**src/rtl/fp_xfer_pkg.sv**
```systemverilog
package fp_xfer_pkg;
  typedef enum logic [1:0] {
    UOP_LOAD  = 2'd0,
    UOP_STORE = 2'd1,
    UOP_WBACK = 2'd2
  } uop_kind_e;
endpackage

```
**src/rtl/fp_xfer_count.sv**
```systemverilog
module fp_xfer_count #(
  parameter int NUM_FP_REGS = 32,
  parameter int CNT_W       = 8,
  parameter int TOT_W       = 7,
  parameter int DISP_W      = 10
) (
  input  logic [CNT_W-1:0]  cnt_i,
  input  logic              dbl_i,
  input  logic              wb_i,
  output logic [TOT_W-1:0]  total_o,
  output logic [DISP_W-1:0] bytes_o
);
  localparam int E_W = $clog2(NUM_FP_REGS + 1);

  logic [E_W-1:0]   elem;
  logic [TOT_W-1:0] data_cnt;

  always_comb begin
    elem     = (cnt_i > CNT_W'(NUM_FP_REGS)) ? E_W'(NUM_FP_REGS) : E_W'(cnt_i);
    data_cnt = dbl_i ? TOT_W'({elem, 1'b0}) : TOT_W'(elem);
    total_o  = data_cnt + TOT_W'(wb_i);
    bytes_o  = dbl_i ? DISP_W'({elem, 3'b000}) : DISP_W'({elem, 2'b00});
  end
endmodule

```
**src/rtl/fp_xfer_addr.sv**
```systemverilog
module fp_xfer_addr #(
  parameter int OFS_W  = 8,
  parameter int DISP_W = 10
) (
  input  logic              clk_i,
  input  logic              rst_ni,
  input  logic              load_i,
  input  logic              up_i,
  input  logic [OFS_W-1:0]  ofs_i,
  input  logic              dbl_i,
  input  logic              step_i,
  output logic [DISP_W-1:0] disp_o,
  output logic              up_o
);
  logic [DISP_W-1:0] disp_q, step, dn_nxt;
  logic              up_q;

  assign step   = dbl_i ? DISP_W'(8) : DISP_W'(4);
  assign dn_nxt = disp_q - step;

  always_ff @(posedge clk_i or negedge rst_ni) begin
    if (!rst_ni) begin
      disp_q <= '0;
      up_q   <= 1'b1;
    end else if (load_i) begin
      disp_q <= up_i ? '0 : DISP_W'({ofs_i, 2'b00});
      up_q   <= up_i;
    end else if (step_i) begin
      if (up_q) begin
        disp_q <= disp_q + step;
      end else begin
        disp_q <= dn_nxt;
        // unsigned displacement only: turn around at zero
        if (dn_nxt == '0) up_q <= 1'b1;
      end
    end
  end

  assign disp_o = disp_q;
  assign up_o   = up_q;
endmodule

```
**src/rtl/fp_xfer_ctrl.sv**
```systemverilog
module fp_xfer_ctrl
  import fp_xfer_pkg::*;
#(
  parameter int FREG_W = 6,
  parameter int BREG_W = 4,
  parameter int TOT_W  = 7,
  parameter int DISP_W = 10
) (
  input  logic              clk_i,
  input  logic              rst_ni,
  input  logic              start_i,
  input  logic              load_i,
  input  logic              dbl_i,
  input  logic              up_i,
  input  logic              wb_i,
  input  logic [BREG_W-1:0] base_i,
  input  logic [FREG_W-1:0] freg_i,
  input  logic [TOT_W-1:0]  total_i,
  input  logic [DISP_W-1:0] bytes_i,
  input  logic [DISP_W-1:0] elem_disp_i,
  input  logic              elem_up_i,
  input  logic              ready_i,
  output logic              addr_load_o,
  output logic              addr_step_o,
  output logic              dbl_o,
  output logic              valid_o,
  output logic [1:0]        kind_o,
  output logic [FREG_W-1:0] freg_o,
  output logic [BREG_W-1:0] base_o,
  output logic              up_o,
  output logic [DISP_W-1:0] disp_o,
  output logic              last_o,
  output logic [TOT_W-1:0]  total_o,
  output logic              busy_o,
  output logic              done_o
);
  logic              busy_q, done_q, ld_q, dbl_q, wb_q, up_q;
  logic [BREG_W-1:0] base_q;
  logic [FREG_W-1:0] freg_q;
  logic [TOT_W-1:0]  total_q, idx_q;
  logic [DISP_W-1:0] bytes_q;
  logic              accept, fire, last, is_wb, half;
  uop_kind_e         kind;

  assign accept = start_i && !busy_q;
  assign fire   = busy_q && ready_i;
  assign last   = (idx_q == total_q - TOT_W'(1));
  assign is_wb  = wb_q && last;
  assign half   = dbl_q && idx_q[0];

  always_ff @(posedge clk_i or negedge rst_ni) begin
    if (!rst_ni) begin
      busy_q  <= 1'b0;
      done_q  <= 1'b0;
      ld_q    <= 1'b0;
      dbl_q   <= 1'b0;
      wb_q    <= 1'b0;
      up_q    <= 1'b0;
      base_q  <= '0;
      freg_q  <= '0;
      total_q <= '0;
      idx_q   <= '0;
      bytes_q <= '0;
    end else begin
      done_q <= 1'b0;
      if (accept) begin
        ld_q    <= load_i;
        dbl_q   <= dbl_i;
        wb_q    <= wb_i;
        up_q    <= up_i;
        base_q  <= base_i;
        freg_q  <= freg_i;
        total_q <= total_i;
        bytes_q <= bytes_i;
        idx_q   <= '0;
        busy_q  <= (total_i != '0);
        done_q  <= (total_i == '0);
      end else if (fire) begin
        if (last) begin
          busy_q <= 1'b0;
          done_q <= 1'b1;
        end else begin
          idx_q <= idx_q + TOT_W'(1);
        end
      end
    end
  end

  always_comb begin
    if (is_wb)     kind = UOP_WBACK;
    else if (ld_q) kind = UOP_LOAD;
    else           kind = UOP_STORE;
  end

  assign addr_load_o = accept;
  assign addr_step_o = fire && !is_wb && (!dbl_q || idx_q[0]);
  assign dbl_o       = dbl_q;
  assign valid_o     = busy_q;
  assign kind_o      = kind;
  assign freg_o      = is_wb ? '0 : freg_q + FREG_W'(idx_q);
  assign base_o      = base_q;
  assign up_o        = is_wb ? up_q : elem_up_i;
  assign disp_o      = is_wb ? bytes_q : elem_disp_i + (half ? DISP_W'(4) : '0);
  assign last_o      = busy_q && last;
  assign total_o     = total_q;
  assign busy_o      = busy_q;
  assign done_o      = done_q;
endmodule

```
**src/rtl/fp_xfer_seq.sv**
```systemverilog
module fp_xfer_seq #(
  parameter int NUM_FP_REGS = 32,
  parameter int FREG_W      = 6,
  parameter int BREG_W      = 4,
  parameter int CNT_W       = 8,
  parameter int OFS_W       = 8,
  localparam int TOT_W      = $clog2(2 * NUM_FP_REGS + 2),
  localparam int BYTE_W     = $clog2(NUM_FP_REGS * 8 + 1),
  localparam int DISP_W     = (OFS_W + 2 > BYTE_W) ? OFS_W + 2 : BYTE_W
) (
  input  logic              clk_i,
  input  logic              rst_ni,
  input  logic              start_i,
  input  logic              load_i,
  input  logic              dbl_i,
  input  logic              up_i,
  input  logic              wb_i,
  input  logic [BREG_W-1:0] base_i,
  input  logic [FREG_W-1:0] freg_i,
  input  logic [CNT_W-1:0]  cnt_i,
  input  logic [OFS_W-1:0]  ofs_i,
  output logic              uop_valid_o,
  input  logic              uop_ready_i,
  output logic [1:0]        uop_kind_o,
  output logic [FREG_W-1:0] uop_freg_o,
  output logic [BREG_W-1:0] uop_base_o,
  output logic              uop_up_o,
  output logic [DISP_W-1:0] uop_disp_o,
  output logic              uop_last_o,
  output logic [TOT_W-1:0]  uop_total_o,
  output logic              busy_o,
  output logic              done_o
);
  logic [TOT_W-1:0]  total;
  logic [DISP_W-1:0] bytes, elem_disp;
  logic              elem_up, addr_load, addr_step, dbl_q;

  fp_xfer_count #(
    .NUM_FP_REGS(NUM_FP_REGS), .CNT_W(CNT_W), .TOT_W(TOT_W), .DISP_W(DISP_W)
  ) u_count (
    .cnt_i(cnt_i), .dbl_i(dbl_i), .wb_i(wb_i), .total_o(total), .bytes_o(bytes)
  );

  fp_xfer_addr #(.OFS_W(OFS_W), .DISP_W(DISP_W)) u_addr (
    .clk_i(clk_i), .rst_ni(rst_ni), .load_i(addr_load), .up_i(up_i),
    .ofs_i(ofs_i), .dbl_i(dbl_q), .step_i(addr_step),
    .disp_o(elem_disp), .up_o(elem_up)
  );

  fp_xfer_ctrl #(
    .FREG_W(FREG_W), .BREG_W(BREG_W), .TOT_W(TOT_W), .DISP_W(DISP_W)
  ) u_ctrl (
    .clk_i(clk_i), .rst_ni(rst_ni), .start_i(start_i), .load_i(load_i),
    .dbl_i(dbl_i), .up_i(up_i), .wb_i(wb_i), .base_i(base_i), .freg_i(freg_i),
    .total_i(total), .bytes_i(bytes), .elem_disp_i(elem_disp), .elem_up_i(elem_up),
    .ready_i(uop_ready_i), .addr_load_o(addr_load), .addr_step_o(addr_step),
    .dbl_o(dbl_q), .valid_o(uop_valid_o), .kind_o(uop_kind_o),
    .freg_o(uop_freg_o), .base_o(uop_base_o), .up_o(uop_up_o),
    .disp_o(uop_disp_o), .last_o(uop_last_o), .total_o(uop_total_o),
    .busy_o(busy_o), .done_o(done_o)
  );
endmodule

```
**config.mk**
```make
export PLATFORM = sky130hd
export DESIGN_NAME = fp_xfer_seq
export DESIGN_NICKNAME = d
export VERILOG_FILES = /design/src/rtl/fp_xfer_pkg.sv /design/src/rtl/fp_xfer_count.sv /design/src/rtl/fp_xfer_addr.sv /design/src/rtl/fp_xfer_ctrl.sv /design/src/rtl/fp_xfer_seq.sv
export SDC_FILE = /design/constraint.sdc
export NUM_CORES = 1
export LEC_CHECK = 0
export ABC_AREA = 1
export BUFFER_PORTS_ARGS = -buffer_cell sky130_fd_sc_hd__buf_2
export CORE_MARGIN = 3
export CORE_UTILIZATION = 35
export DETAILED_ROUTE_END_ITERATION = 16
export PLACE_DENSITY_LB_ADDON = 0.08
export SYNTH_ARGS = -nofsm -noshare
export SYNTH_HDL_FRONTEND = slang
export SYNTH_SLANG_ARGS = --single-unit
```
**constraint.sdc**
```tcl
create_clock -name clk_i -period 2.7 [get_ports clk_i]
set_input_delay 0.135 -clock clk_i [delete_from_list [all_inputs] [get_ports clk_i]]
set_output_delay 0.135 -clock clk_i [all_outputs]
set_load 0.01 [all_outputs]
```
==> flow_summary.json <==
{
  "critical_path_class": "reg2out",
  "dp_cells": 639,
  "ant_nets": 0,
  "rows": 34,
  "insertion_delay_ns": 0.32,
  "synth_edf_count": 0,
  "antenna_found_initial": 0,
  "hp-class": "in2reg",
  "grt_pass1_vias": 3072,
  "yosysMostFrequentCell": "nand2_1",
  "grt_pass1_wl_um": 14900,
  "yosysTopAreaCellShare_pct": 33.9,
  "setup_viol": 0,
  "timing.hold.ws_ns": 0.00233,
  "numPortBuffers": 65,
  "synthCells": 458,
  "crit_slowest_cell": "dfrtp_1",
  "pin_count": 68,
  "synth_area_leaders": "dfrtp_1, nand2_1, ha_1",
  "max_slew.worst_pin.slew_ns": 0.592,
  "yosysSeqAreaShare_pct": 34.7,
  "tns_ns": 0,
  "hold_viol": 0,
  "ys_types": 39,
  "crit_path_cell_trace": "inv_2 > ha_1 > nand2_1 > nor2_2 > nand2_1 > xor2_1 > nor2_2 > nand3_4 > buf_4 > o21ai_0 > buf_2",
  "gr-total-overflow": 0,
  "period_needed_ns": 2.45,
  "ys_seq_elements": 46,
  "gr-usage-all-layers_pct": 17.9,
  "drive_gt1_share_pct": 22.0,
  "arrival_ns": 2.31,
  "grt_max_degree": 25,
  "finalClockSkew_ns": 0.0135,
  "start_util_pct": 37.0,
  "fin_nets": 573,
  "p_leak_nw": 2.06,
  "fin_crit_sh_pct": 90.6,
  "cts_num_sinks": 46,
  "ys.flop_type": "dfrtp_1",
  "async_flop_share_pct": 100,
  "max_cap_violations": 0,
  "irDropWorstVdd_v": 0.000377,
  "netlist_area_sq_mm": 0.00332,
  "vias": 3097,
  "clk_path_buf_depth": 2,
  "clock-root-buffer": "clkbuf_8",
  "dieArea_sq_mm": 0.0107,
  "syn_area_per_cell_sq_um": 7.26,
  "diodes": 0,
  "max_slew_margin_pct": 60.5,
  "route.detailed.drc": 0,
  "core_area_sq_mm": 0.00898,
  "p_per_area_mw_per_mm2": 1090,
  "cts_buffers": 5,
  "r2r_cells": 12,
  "cts.clk_slew.worst_paths_ns": 0.11,
  "drt_iter0_drc": 134,
  "fin_cells": 648,
  "dr.pass1.iters": 4,
  "yosys.area.top_type": "dfrtp_1",
  "max_freq_mhz": 409,
  "status": "complete, no violations",
  "maxSlewViolCount": 0,
  "yosysWarnings": 0,
  "syn_to_final_growth_pct": 16.4,
  "required_ns": 2.57,
  "cp-end-kind": "output port",
  "fin_util_pct": 43.1,
  "die_h_um": 103,
  "rsz0062_at_grt": "false",
  "wl_um": 8750,
  "hold_depth": 3,
  "die_x_um": 103,
  "gp_congestion": 0.903,
  "dp_hpwl_um": 6710,
  "post-cts-setup-buffer-count": 0,
  "via_per_inst": 4.78,
  "crit_fanout": 12,
  "synth_commonest_cells": "nand2_1, inv_1, dfrtp_1",
  "wire_per_inst_um": 13.5,
  "cpPeakStageDelay_ns": 0.44,
  "critPathLaunchType": "flip-flop",
  "htreeDepth": 2,
  "cts_tree": "yes"
}
-- metal layers --
metal	part of all wire, %	global-route usage [%]	up-vias
li1	-	-	1581
met5	0	0	-
met4	1.1	4.58	0
met1	49	24.5	1452
met2	45	28.5	58
met3	4.7	4.02	6
-- logic make-up after synthesis --
| kind of cell | Yosys count | share of synthesized area (%) |
|---|---|---|
| buffers and inverters | 70 | 8.96 |
| DFF | 46 | 34.7 |
| AOI/OAI and AO/OA | 64 | 11.6 |
| adders and majority gates | 18 | 7.45 |
| other | 1 | 0.113 |
| xor gates and xnor gates | 26 | 6.85 |
| and+or+nand+nor | 233 | 30.4 |
-- through the flow --
step | power (mW) | worst slack (ns) | area, sq um
after floorplan | 3.06 | 0.680 | 3330
after detailed placement | 3.79 | 0.465 | 3760
after global placement | 3.76 | 0.543 | 3760
after global routing | 4.73 | 0.00212 | 3870
after CTS | 4.26 | 0.0989 | 3860
final | 4.24 | 0.253 | 3870
-- placed cells by master, fill, tap and decap left out, drive strengths merged, types with 2 or more instances in the layout --
master,instances
xnor2,5
buf,72
dfrtp,45
nand4,4
fa,3
o31ai,2
clkbuf,5
conb,2
clkinv,2
nand3,36
o21ai,46
or2,7
nand2,145
inv,52
nor2,32
xor2,21
nor3,6
a21oi,9
a32o,2
ha,15
-- cell type report --
class,count,area [sq um]
clock buffers,5,68.8
clock inverters,3,21.3
fillers,989,5100
inverters,52,195
multi-input cells,343,1890
flip-flops and latches,46,1150
well taps,126,158
repair buffers,73,388
-- repair_timing --
| action | CTS | global route |
|---|---|---|
| hold endpoints to repair | 22 | 0 |
| hold buffers | 1 | 0 |
| gates resized for setup | 0 | 3 |
| endpoints found under the setup margin | 0 | 9 |
-- report_power, final --
part | switching (mW) | leakage (nW) | internal (mW) | total [mW]
sequential | 0.335 | 0.577 | 0.986 | 1.32
combinational | 1.43 | 1.44 | 1.02 | 2.46
clock | 0.276 | 0.0441 | 0.183 | 0.459
-- registers in the layout, indices dropped and copies added, names as in the netlist --
name,cells
u_ctrl.freg_q,6
u_ctrl.up_q,1
u_addr.up_o,1
u_ctrl.wb_q,1
u_ctrl.ld_q,1
u_ctrl.done_o,1
u_ctrl.busy_o,1
u_ctrl.dbl_o,1
u_ctrl.idx_q,7
u_ctrl.bytes_q,7
u_ctrl.total_o,7
u_addr.disp_o,8
u_ctrl.base_o,4
-- critical path, delay by kind of cell, from the launching register on --
kind | cells | cell delay, ns
simple gates | 5 | 0.62
buf+inv | 3 | 0.44
flops | 1 | 0.44
fa+ha+maj | 1 | 0.18
xor+xnor | 1 | 0.16
compound gates | 1 | 0.14
-- path summary, 6_finish.rpt --
kind / slack, ns / start / end
setup / recovery: 0.25 / u_ctrl.total_o[0] / uop_disp_o[2]
hold / removal: 0.002 / base_i[0] / u_ctrl.base_o[0]
setup reg to reg: 0.58 / u_ctrl.dbl_o / u_addr.disp_o[8]
hold reg to reg: 0.48 / u_ctrl.base_o[0] / u_ctrl.base_o[0]
max in group asynchronous: 1.54 / rst_ni / u_addr.up_o
min in group asynchronous: 0.35 / rst_ni / u_addr.disp_o[4]
Power figures use the tool's default switching activity.
